**config.mk**
```make
export PLATFORM = sky130hd
export DESIGN_NAME = wide_reg_biu
export DESIGN_NICKNAME = d
export VERILOG_FILES = /design/src/rtl/biu_pkg.sv /design/src/rtl/biu_decode.sv /design/src/rtl/biu_collector.sv /design/src/rtl/biu_regfile.sv /design/src/rtl/biu_readback.sv /design/src/rtl/wide_reg_biu.sv
export SDC_FILE = /design/constraint.sdc
export NUM_CORES = 2
export LEC_CHECK = 0
export BUFFER_PORTS_ARGS = -buffer_cell sky130_fd_sc_hd__buf_2
export CORE_ASPECT_RATIO = 0.7
export CORE_UTILIZATION = 50
export CTS_CLUSTER_DIAMETER = 100
export CTS_CLUSTER_SIZE = 24
export DETAILED_ROUTE_END_ITERATION = 8
export PLACE_DENSITY = 0.66
export SKIP_LAST_GASP = 1
export SYNTH_ARGS = -nofsm -noshare
export SYNTH_HDL_FRONTEND = slang
export SYNTH_SLANG_ARGS = --single-unit
export TNS_END_PERCENT = 1
```
**constraint.sdc**
```tcl
create_clock -name clk_i -period 1.9 [get_ports clk_i]
set_input_delay 0 -clock clk_i [delete_from_list [all_inputs] [get_ports clk_i]]
set_output_delay 0 -clock clk_i [all_outputs]
set_load 0.02 [all_outputs]
```
**src/rtl/biu_pkg.sv**
```systemverilog
package biu_pkg;
  localparam int unsigned DWORD_W  = 32;
  localparam int unsigned QWORD_W  = 64;
  localparam int unsigned OWORD_W  = 128;
  localparam int unsigned PAGE_LSB = 13;        // page block = 0x2000 bytes
  localparam int unsigned DB_BASE  = 32'h800;
  localparam int unsigned DB_COUNT = 3;
  localparam int unsigned TBL_BASE = 32'h1000;

  typedef enum logic [1:0] {K_NONE, K_WIDE, K_TBL, K_DB} kind_e;

  function automatic int unsigned clog2_min1(input int unsigned n);
    return (n > 1) ? $clog2(n) : 1;
  endfunction
endpackage

```
**src/rtl/biu_decode.sv**
```systemverilog
module biu_decode import biu_pkg::*; #(
  parameter int unsigned NUM_PAGES = 2,
  parameter int unsigned NUM_WIDE  = 4,
  parameter int unsigned TBL_DEPTH = 16,
  localparam int unsigned PG_W   = clog2_min1(NUM_PAGES),
  localparam int unsigned ADDR_W = PAGE_LSB + PG_W,
  localparam int unsigned WIDX_W = clog2_min1(NUM_PAGES * NUM_WIDE),
  localparam int unsigned TIDX_W = clog2_min1(TBL_DEPTH),
  localparam int unsigned DIDX_W = clog2_min1(NUM_PAGES * DB_COUNT)
) (
  input  logic [ADDR_W-1:0] addr_i,
  input  logic              size64_i,
  output kind_e             kind_o,
  output logic [1:0]        dw_o,
  output logic [WIDX_W-1:0] widx_o,
  output logic [TIDX_W-1:0] tidx_o,
  output logic [DIDX_W-1:0] didx_o
);
  logic [PAGE_LSB-1:0] off;
  logic [PG_W-1:0]     pg;
  int unsigned         off_u, pg_u;

  assign off   = addr_i[PAGE_LSB-1:0];
  assign pg    = addr_i[ADDR_W-1:PAGE_LSB];
  assign off_u = 32'(off);
  assign pg_u  = 32'(pg);

  always_comb begin
    kind_o = K_NONE;
    dw_o   = '0;
    widx_o = '0;
    tidx_o = '0;
    didx_o = '0;
    if (addr_i[1:0] == 2'b00 && pg_u < NUM_PAGES) begin
      if (off_u < NUM_WIDE * 16) begin
        if (!(size64_i && off[2])) begin
          kind_o = K_WIDE;
          dw_o   = off[3:2];
          widx_o = WIDX_W'(pg_u * NUM_WIDE + (off_u >> 4));
        end
      end else if (off_u >= DB_BASE && off_u < DB_BASE + 16 * DB_COUNT) begin
        if (off[3:0] == 4'h0 && !size64_i) begin
          kind_o = K_DB;
          didx_o = DIDX_W'(pg_u * DB_COUNT + ((off_u - DB_BASE) >> 4));
        end
      end else if (pg_u == 0 && off_u >= TBL_BASE && off_u < TBL_BASE + 8 * TBL_DEPTH) begin
        if (!(size64_i && off[2])) begin
          kind_o = K_TBL;
          dw_o   = {1'b0, off[2]};
          tidx_o = TIDX_W'((off_u - TBL_BASE) >> 3);
        end
      end
    end
  end
endmodule

```
**src/rtl/biu_collector.sv**
```systemverilog
module biu_collector import biu_pkg::*; (
  input  logic               clk_i,
  input  logic               rst_ni,
  input  logic               wr_i,
  input  kind_e              kind_i,
  input  logic               size64_i,
  input  logic [1:0]         dw_i,
  input  logic [QWORD_W-1:0] wdata_i,
  output logic               wide_we_o,
  output logic [OWORD_W-1:0] wide_wdata_o,
  output logic               tbl_we_o,
  output logic [QWORD_W-1:0] tbl_wdata_o,
  output logic               db_we_o,
  output logic [DWORD_W-1:0] db_wdata_o
);
  logic [2:0][DWORD_W-1:0] col_q, col_d;
  logic [DWORD_W-1:0]      lo_w, hi_w;

  assign lo_w = wdata_i[DWORD_W-1:0];
  assign hi_w = wdata_i[QWORD_W-1:DWORD_W];

  always_comb begin
    col_d        = col_q;
    wide_we_o    = 1'b0;
    tbl_we_o     = 1'b0;
    db_we_o      = 1'b0;
    wide_wdata_o = size64_i ? {hi_w, lo_w, col_q[1], col_q[0]}
                            : {lo_w, col_q[2], col_q[1], col_q[0]};
    tbl_wdata_o  = size64_i ? wdata_i : {lo_w, col_q[0]};
    db_wdata_o   = lo_w;
    if (wr_i) begin
      case (kind_i)
        K_WIDE: begin
          if (size64_i) begin
            if (dw_i == 2'd0) begin
              col_d[0] = lo_w;
              col_d[1] = hi_w;
            end else begin
              wide_we_o = 1'b1;
            end
          end else if (dw_i == 2'd3) begin
            wide_we_o = 1'b1;
          end else begin
            case (dw_i)
              2'd0:    col_d[0] = lo_w;
              2'd1:    col_d[1] = lo_w;
              default: col_d[2] = lo_w;
            endcase
          end
        end
        K_TBL: begin
          if (size64_i || dw_i[0]) tbl_we_o = 1'b1;
          else                     col_d[0] = lo_w;
        end
        K_DB:    db_we_o = 1'b1;
        default: ;
      endcase
    end
  end

  always_ff @(posedge clk_i or negedge rst_ni) begin
    if (!rst_ni) col_q <= '0;
    else         col_q <= col_d;
  end


  db_keeps_col_chk: assert property (@(posedge clk_i) disable iff (!rst_ni)
    (wr_i && kind_i == K_DB) |=> $stable(col_q));


  partial_holds_col_chk: assert property (@(posedge clk_i) disable iff (!rst_ni)
    (wr_i && kind_i == K_WIDE && !size64_i && dw_i == 2'd1) |=> (col_q[1] == $past(lo_w)));
endmodule

```
**src/rtl/biu_regfile.sv**
```systemverilog
module biu_regfile import biu_pkg::*; #(
  parameter int unsigned NW = 8,
  parameter int unsigned NT = 16,
  parameter int unsigned ND = 6,
  localparam int unsigned WIDX_W = clog2_min1(NW),
  localparam int unsigned TIDX_W = clog2_min1(NT),
  localparam int unsigned DIDX_W = clog2_min1(ND)
) (
  input  logic                  clk_i,
  input  logic                  rst_ni,
  input  logic                  wide_we_i,
  input  logic [WIDX_W-1:0]     widx_i,
  input  logic [OWORD_W-1:0]    wide_wdata_i,
  input  logic                  tbl_we_i,
  input  logic [TIDX_W-1:0]     tidx_i,
  input  logic [QWORD_W-1:0]    tbl_wdata_i,
  input  logic                  db_we_i,
  input  logic [DIDX_W-1:0]     didx_i,
  input  logic [DWORD_W-1:0]    db_wdata_i,
  output logic [OWORD_W-1:0]    live_wide_o,
  output logic [QWORD_W-1:0]    live_tbl_o,
  output logic [DWORD_W-1:0]    live_db_o,
  output logic [NW-1:0]         wide_commit_o,
  output logic [NT-1:0]         tbl_commit_o,
  output logic [ND-1:0]         db_strobe_o,
  output logic [ND*DWORD_W-1:0] db_value_o
);
  logic [OWORD_W-1:0] wide_q [NW];
  logic [QWORD_W-1:0] tbl_q  [NT];
  logic [DWORD_W-1:0] db_q   [ND];

  always_ff @(posedge clk_i or negedge rst_ni) begin
    if (!rst_ni) begin
      for (int i = 0; i < NW; i++) wide_q[i] <= '0;
      for (int i = 0; i < NT; i++) tbl_q[i]  <= '0;
      for (int i = 0; i < ND; i++) db_q[i]   <= '0;
      wide_commit_o <= '0;
      tbl_commit_o  <= '0;
      db_strobe_o   <= '0;
    end else begin
      if (wide_we_i) wide_q[widx_i] <= wide_wdata_i;
      if (tbl_we_i)  tbl_q[tidx_i]  <= tbl_wdata_i;
      if (db_we_i)   db_q[didx_i]   <= db_wdata_i;
      wide_commit_o <= wide_we_i ? (NW'(1) << widx_i) : '0;
      tbl_commit_o  <= tbl_we_i  ? (NT'(1) << tidx_i) : '0;
      db_strobe_o   <= db_we_i   ? (ND'(1) << didx_i) : '0;
    end
  end

  assign live_wide_o = wide_q[widx_i];
  assign live_tbl_o  = tbl_q[tidx_i];
  assign live_db_o   = db_q[didx_i];

  for (genvar g = 0; g < ND; g++) begin : g_db_out
    assign db_value_o[g*DWORD_W +: DWORD_W] = db_q[g];
  end


  single_commit_chk: assert property (@(posedge clk_i) disable iff (!rst_ni)
    $onehot0({wide_commit_o, tbl_commit_o, db_strobe_o}));


  db_value_chk: assert property (@(posedge clk_i) disable iff (!rst_ni)
    db_we_i |=> (db_q[$past(didx_i)] == $past(db_wdata_i)));
endmodule

```
**src/rtl/biu_readback.sv**
```systemverilog
module biu_readback import biu_pkg::*; (
  input  logic               clk_i,
  input  logic               rst_ni,
  input  logic               rd_i,
  input  kind_e              kind_i,
  input  logic               size64_i,
  input  logic [1:0]         dw_i,
  input  logic [OWORD_W-1:0] live_wide_i,
  input  logic [QWORD_W-1:0] live_tbl_i,
  input  logic [DWORD_W-1:0] live_db_i,
  output logic               rsp_valid_o,
  output logic [QWORD_W-1:0] rsp_rdata_o
);
  localparam int unsigned PAD_W = QWORD_W - DWORD_W;

  logic [OWORD_W-1:0] shadow_q, shadow_d;
  logic [QWORD_W-1:0] rd_d;
  logic               cap;

  always_comb begin
    cap      = 1'b0;
    shadow_d = shadow_q;
    rd_d     = '0;
    case (kind_i)
      K_WIDE: begin
        case (dw_i)
          2'd0: begin
            cap      = 1'b1;
            shadow_d = live_wide_i;
            rd_d     = size64_i ? live_wide_i[QWORD_W-1:0]
                                : {{PAD_W{1'b0}}, live_wide_i[DWORD_W-1:0]};
          end
          2'd1: rd_d = {{PAD_W{1'b0}}, shadow_q[63:32]};
          2'd2: rd_d = size64_i ? shadow_q[127:64] : {{PAD_W{1'b0}}, shadow_q[95:64]};
          default: rd_d = {{PAD_W{1'b0}}, shadow_q[127:96]};
        endcase
      end
      K_TBL: begin
        if (dw_i[0]) begin
          rd_d = {{PAD_W{1'b0}}, shadow_q[63:32]};
        end else begin
          cap      = 1'b1;
          shadow_d = {{(OWORD_W-QWORD_W){1'b0}}, live_tbl_i};
          rd_d     = size64_i ? live_tbl_i : {{PAD_W{1'b0}}, live_tbl_i[DWORD_W-1:0]};
        end
      end
      K_DB:    rd_d = {{PAD_W{1'b0}}, live_db_i};
      default: rd_d = '0;
    endcase
  end

  always_ff @(posedge clk_i or negedge rst_ni) begin
    if (!rst_ni) begin
      shadow_q    <= '0;
      rsp_valid_o <= 1'b0;
      rsp_rdata_o <= '0;
    end else begin
      rsp_valid_o <= rd_i;
      if (rd_i) begin
        rsp_rdata_o <= rd_d;
        if (cap) shadow_q <= shadow_d;
      end
    end
  end


  rsp_follows_rd_chk: assert property (@(posedge clk_i) disable iff (!rst_ni)
    rd_i |=> rsp_valid_o);


  no_spurious_rsp_chk: assert property (@(posedge clk_i) disable iff (!rst_ni)
    !rd_i |=> !rsp_valid_o);


  db_rd_keeps_shadow_chk: assert property (@(posedge clk_i) disable iff (!rst_ni)
    (rd_i && kind_i == K_DB) |=> $stable(shadow_q));


  unmapped_rd_zero_chk: assert property (@(posedge clk_i) disable iff (!rst_ni)
    (rd_i && kind_i == K_NONE) |=> (rsp_rdata_o == '0));
endmodule

```
**src/rtl/wide_reg_biu.sv**
```systemverilog
module wide_reg_biu import biu_pkg::*; #(
  parameter int unsigned NUM_PAGES = 2,
  parameter int unsigned NUM_WIDE  = 4,
  parameter int unsigned TBL_DEPTH = 16,
  localparam int unsigned ADDR_W = PAGE_LSB + clog2_min1(NUM_PAGES),
  localparam int unsigned NW     = NUM_PAGES * NUM_WIDE,
  localparam int unsigned ND     = NUM_PAGES * DB_COUNT,
  localparam int unsigned WIDX_W = clog2_min1(NW),
  localparam int unsigned TIDX_W = clog2_min1(TBL_DEPTH),
  localparam int unsigned DIDX_W = clog2_min1(ND)
) (
  input  logic                  clk_i,
  input  logic                  rst_ni,
  input  logic                  req_valid_i,
  output logic                  req_ready_o,
  input  logic                  req_write_i,
  input  logic                  req_size64_i,
  input  logic [ADDR_W-1:0]     req_addr_i,
  input  logic [QWORD_W-1:0]    req_wdata_i,
  output logic                  rsp_valid_o,
  output logic [QWORD_W-1:0]    rsp_rdata_o,
  output logic [NW-1:0]         wide_commit_o,
  output logic [TBL_DEPTH-1:0]  tbl_commit_o,
  output logic [ND-1:0]         db_strobe_o,
  output logic [ND*DWORD_W-1:0] db_value_o
);
  kind_e              kind;
  logic [1:0]         dw;
  logic [WIDX_W-1:0]  widx;
  logic [TIDX_W-1:0]  tidx;
  logic [DIDX_W-1:0]  didx;
  logic               wr, rd;
  logic               wide_we, tbl_we, db_we;
  logic [OWORD_W-1:0] wide_wdata, live_wide;
  logic [QWORD_W-1:0] tbl_wdata, live_tbl;
  logic [DWORD_W-1:0] db_wdata, live_db;

  assign req_ready_o = 1'b1;
  assign wr = req_valid_i &  req_write_i;
  assign rd = req_valid_i & ~req_write_i;

  biu_decode #(.NUM_PAGES(NUM_PAGES), .NUM_WIDE(NUM_WIDE), .TBL_DEPTH(TBL_DEPTH)) i_decode (
    .addr_i(req_addr_i), .size64_i(req_size64_i), .kind_o(kind), .dw_o(dw),
    .widx_o(widx), .tidx_o(tidx), .didx_o(didx)
  );

  biu_collector i_collector (
    .clk_i, .rst_ni, .wr_i(wr), .kind_i(kind), .size64_i(req_size64_i), .dw_i(dw),
    .wdata_i(req_wdata_i), .wide_we_o(wide_we), .wide_wdata_o(wide_wdata),
    .tbl_we_o(tbl_we), .tbl_wdata_o(tbl_wdata), .db_we_o(db_we), .db_wdata_o(db_wdata)
  );

  biu_regfile #(.NW(NW), .NT(TBL_DEPTH), .ND(ND)) i_regfile (
    .clk_i, .rst_ni,
    .wide_we_i(wide_we), .widx_i(widx), .wide_wdata_i(wide_wdata),
    .tbl_we_i(tbl_we), .tidx_i(tidx), .tbl_wdata_i(tbl_wdata),
    .db_we_i(db_we), .didx_i(didx), .db_wdata_i(db_wdata),
    .live_wide_o(live_wide), .live_tbl_o(live_tbl), .live_db_o(live_db),
    .wide_commit_o, .tbl_commit_o, .db_strobe_o, .db_value_o
  );

  biu_readback i_readback (
    .clk_i, .rst_ni, .rd_i(rd), .kind_i(kind), .size64_i(req_size64_i), .dw_i(dw),
    .live_wide_i(live_wide), .live_tbl_i(live_tbl), .live_db_i(live_db),
    .rsp_valid_o, .rsp_rdata_o
  );


  unmapped_wr_chk: assert property (@(posedge clk_i) disable iff (!rst_ni)
    (wr && kind == K_NONE) |=> (wide_commit_o == '0 && tbl_commit_o == '0 && db_strobe_o == '0));


  partial_no_commit_chk: assert property (@(posedge clk_i) disable iff (!rst_ni)
    (wr && kind == K_WIDE && !req_size64_i && dw != 2'd3) |=> (wide_commit_o == '0));
endmodule

```
==> results.toml <==
[status]
outcome = "finished with violations"
violations = "negative setup slack"

[clock_tree]
cts-root-buf = "clkbuf_16"
htree_levels = 3
clock-sinks = 2527
worstSkewPairLatency_ps = 850
cts_buffers = 115
clk_pin_slew_worst_paths_ps = 110
cts_tree = "built"
cts.path.max_buffers = 3

[setup_path]
cp_max_fo = 6
start_kind = "input port"
required_ps = 2510
critPathKind = "input port to register"
arrival_ps = 2920
end_kind = "register"

[logic_synthesis]
ys_types = 72
ys_seq_area_frac = 0.5831
synth_area_um2 = 108400
ys_ff_latch = 2527
synthCells = 10600
async_reset_ff_frac = 1.000
yosysWarnings = 0
syn_avg_cell_area_um2 = 10.23
syn_nets = 10690
synthFlopType = "dfrtp_1"
synth_edf_count = 0

[timing]
tightest_slew_ps = 1089
setup_slack_ps = -410.1
maxSlewViolCount = 0
max_freq_ghz = 0.4329
slew-limit-headroom = 0.2737
fin_tns_setup_ps = -438460
fin_crit_ps = 2310
hold_violations = 0
whs_ps = 14.48
rsz0062_at_grt = "true"
setup_viol = 2960
finalCritPeriodShare = 1.216
fin_skew_ps = 65.43

[floorplan]
io_pins = 371
fp.dieH_um = 391.6
rows = 142
die_w_um = 558.6
start_util = 0.5049
core_area_um2 = 214800
die_area_um2 = 218800

[job]
drv_cap = 0

[cells_and_area]
layout_common_cells = "dfrtp_1, nand2_1, o21ai_0"
syn2layout_area_growth_pct = 17.50
drive_gt1_frac = 0.2221
fillCellCount = 17630
design_area_um2 = 127400
final_common_cell = "dfrtp_1"
final_nets = 11300

[power_and_ir_drop]
p_leak_nw = 59.87
comb_power_share = 0.052
intPower_mw = 65.88
seqPwrFrac = 0.622
power.total_mw = 86.61
power_density_nw_per_um2 = 679.7
switching_share = 0.2394
p_sw_mw = 20.74
clock_power_share = 0.327
vdd_drop_max_uv = 993.5

[route]
vias = 90970
drtIter0Drc = 11510
routed_via_density = 6.444
drc = 0
wire_per_inst_um = 29.51
ant_nets = 0
drt_wl_total_um = 416600
drt-pass1-iter-count = 7

[global_route]
globalRouteTotalUtil = 0.3770
grt_antenna_before_repair = 35
grt_pass1_wl_um = 604500
grt_pass1_vias = 87430
overflow = 0
grt_max_degree = 140

[placed_design]
place.port_buffers = 369
place_area_um2 = 122100
preCtsSetupSlack_ps = -1785
routabilityCongestion = 1.024
hpwlAfterDp_um = 285100

[hold_path]
hold_class = "input port to asynchronous set/reset pin"
==> through the flow <==
step                      instances    util
after floorplan               10600       -
after global placement        13850  0.5683
after detailed placement      13850  0.5683
after CTS                     14080  0.5900
after global routing          14100  0.5930
final                         14120  0.5932
==> repair_timing <==
| action | 4_1_cts | 5_1_grt |
|---|---|---|
| endpoints found under the setup margin | 2525 | 3317 |
| buffers inserted | 37 | 7 |
| endpoints found under the hold margin | 3736 | 0 |
| gates cloned | 6 | 12 |
| hold buffers | 70 | 0 |
| resized for setup | 121 | 67 |
| pin swaps | 39 | 19 |
==> power groups by stage <==
stage / combinational (mW) / sequential [mW] / clock (mW)
after floorplan: 1.13 / 54.9 / 0
after CTS: 4.38 / 53.8 / 28.5
after global placement: 4.16 / 54.9 / 0
final: 4.46 / 53.8 / 28.3
after detailed placement: 4.22 / 54.9 / 0
after global routing: 4.68 / 53.9 / 30.3
==> layout make-up <==
cell class	instances	area [µm²]	share of cell area
antenna	20	50.05	0.0003928
clock buffer	116	2903	0.02278
clock inverter	7	82.58	0.0006481
inverter	13	48.80	0.0003829
multi-input combinational	7050	42330	0.3322
sequential	2527	63240	0.4962
tap	2880	3603	0.02828
timing repair buffer	1505	15180	0.1191
==> Yosys cell counts, types with 19 or more instances <==
cell type / number / area [µm²]
dfrtp_1: 2527 / 63240
and3_1: 19 / 118.9
o21ai_1: 190 / 950.9
o41ai_1: 24 / 210.2
a2bb2oi_1: 31 / 271.5
buf_2: 148 / 740.7
nor3_1: 42 / 210.2
o22a_1: 70 / 613.1
a22oi_1: 45 / 337.8
nor2_1: 291 / 1092
o221ai_1: 132 / 1156
a21oi_1: 103 / 515.5
a222oi_1: 22 / 220.2
a211o_1: 24 / 210.2
a211oi_1: 23 / 172.7
o31ai_1: 25 / 187.7
nand2_1: 2110 / 7920
nand4_1: 30 / 187.7
o22ai_1: 566 / 3541
o21a_1: 66 / 495.5
o21ai_0: 1761 / 8813
mux2i_1: 227 / 2272
a31oi_1: 71 / 444.2
a221oi_1: 34 / 297.8
buf_1: 124 / 465.5
clkbuf_1: 732 / 2748
mux2_2: 741 / 8344
nand3_1: 242 / 1211
==> routing by layer <==
metal  routed length, µm  share of wire  global-route usage
met1              166900           0.40              0.5272
met2              169900           0.41              0.5220
met3               54410           0.13              0.1236
met4               25220          0.061              0.1923
met5                 179        0.00043                   0
==> sequential cells by signal, summed over array words and instances, names as in the netlist <==
signal                   cells
i_regfile.db_strobe_o        6
i_regfile.tbl_q           1024
i_regfile.wide_q          1024
i_collector.col_q           96
i_regfile.db_value_o       192
i_regfile.wide_commit_o      8
i_readback.shadow_q         96
i_regfile.tbl_commit_o      16
i_readback.rsp_valid_o       1
i_readback.rsp_rdata_o      64
==> critical path, stage by stage <==
cell	delay [ps]
buf_8	100
nor4_4	480
buf_4	220
buf_6	100
buf_8	110
nand4_1	210
buf_6	230
buf_4	150
o31ai_4	390
or2_4	280
a31oi_1	60
o211ai_1	250
nand4b_1	320
==> cell families after synthesis <==
kind of cell | after synthesis | synth area share
xor+xnor | 2 | 0.0001616
buf+inv | 1026 | 0.03771
mux | 968 | 0.09790
fa+ha+maj | 6 | 0.0007615
flops | 2527 | 0.5831
compound gates | 3253 | 0.1755
simple gates | 2819 | 0.1049
other cells | 1 | 0.00003458
==> path summary, 6_finish.rpt <==
path / slack, ps / from / cells past startpoint / to
worst max-delay path: -410 / req_addr_i[8] / 13 / i_readback.rsp_rdata_o[28]
worst min-delay path: 10 / rst_ni / 3 / i_regfile.wide_q[562]
worst max register to register: -20 / i_regfile.wide_q[830] / 8 / i_readback.shadow_q[62]
worst min register to register: 480 / i_regfile.wide_q[749] / 2 / i_regfile.wide_q[749]
max in group asynchronous: -190 / rst_ni / 5 / i_regfile.wide_q[460]
min in group clk_i: 50 / req_size64_i / 5 / i_regfile.wide_q[94]
(Power assumes the default switching activity.)
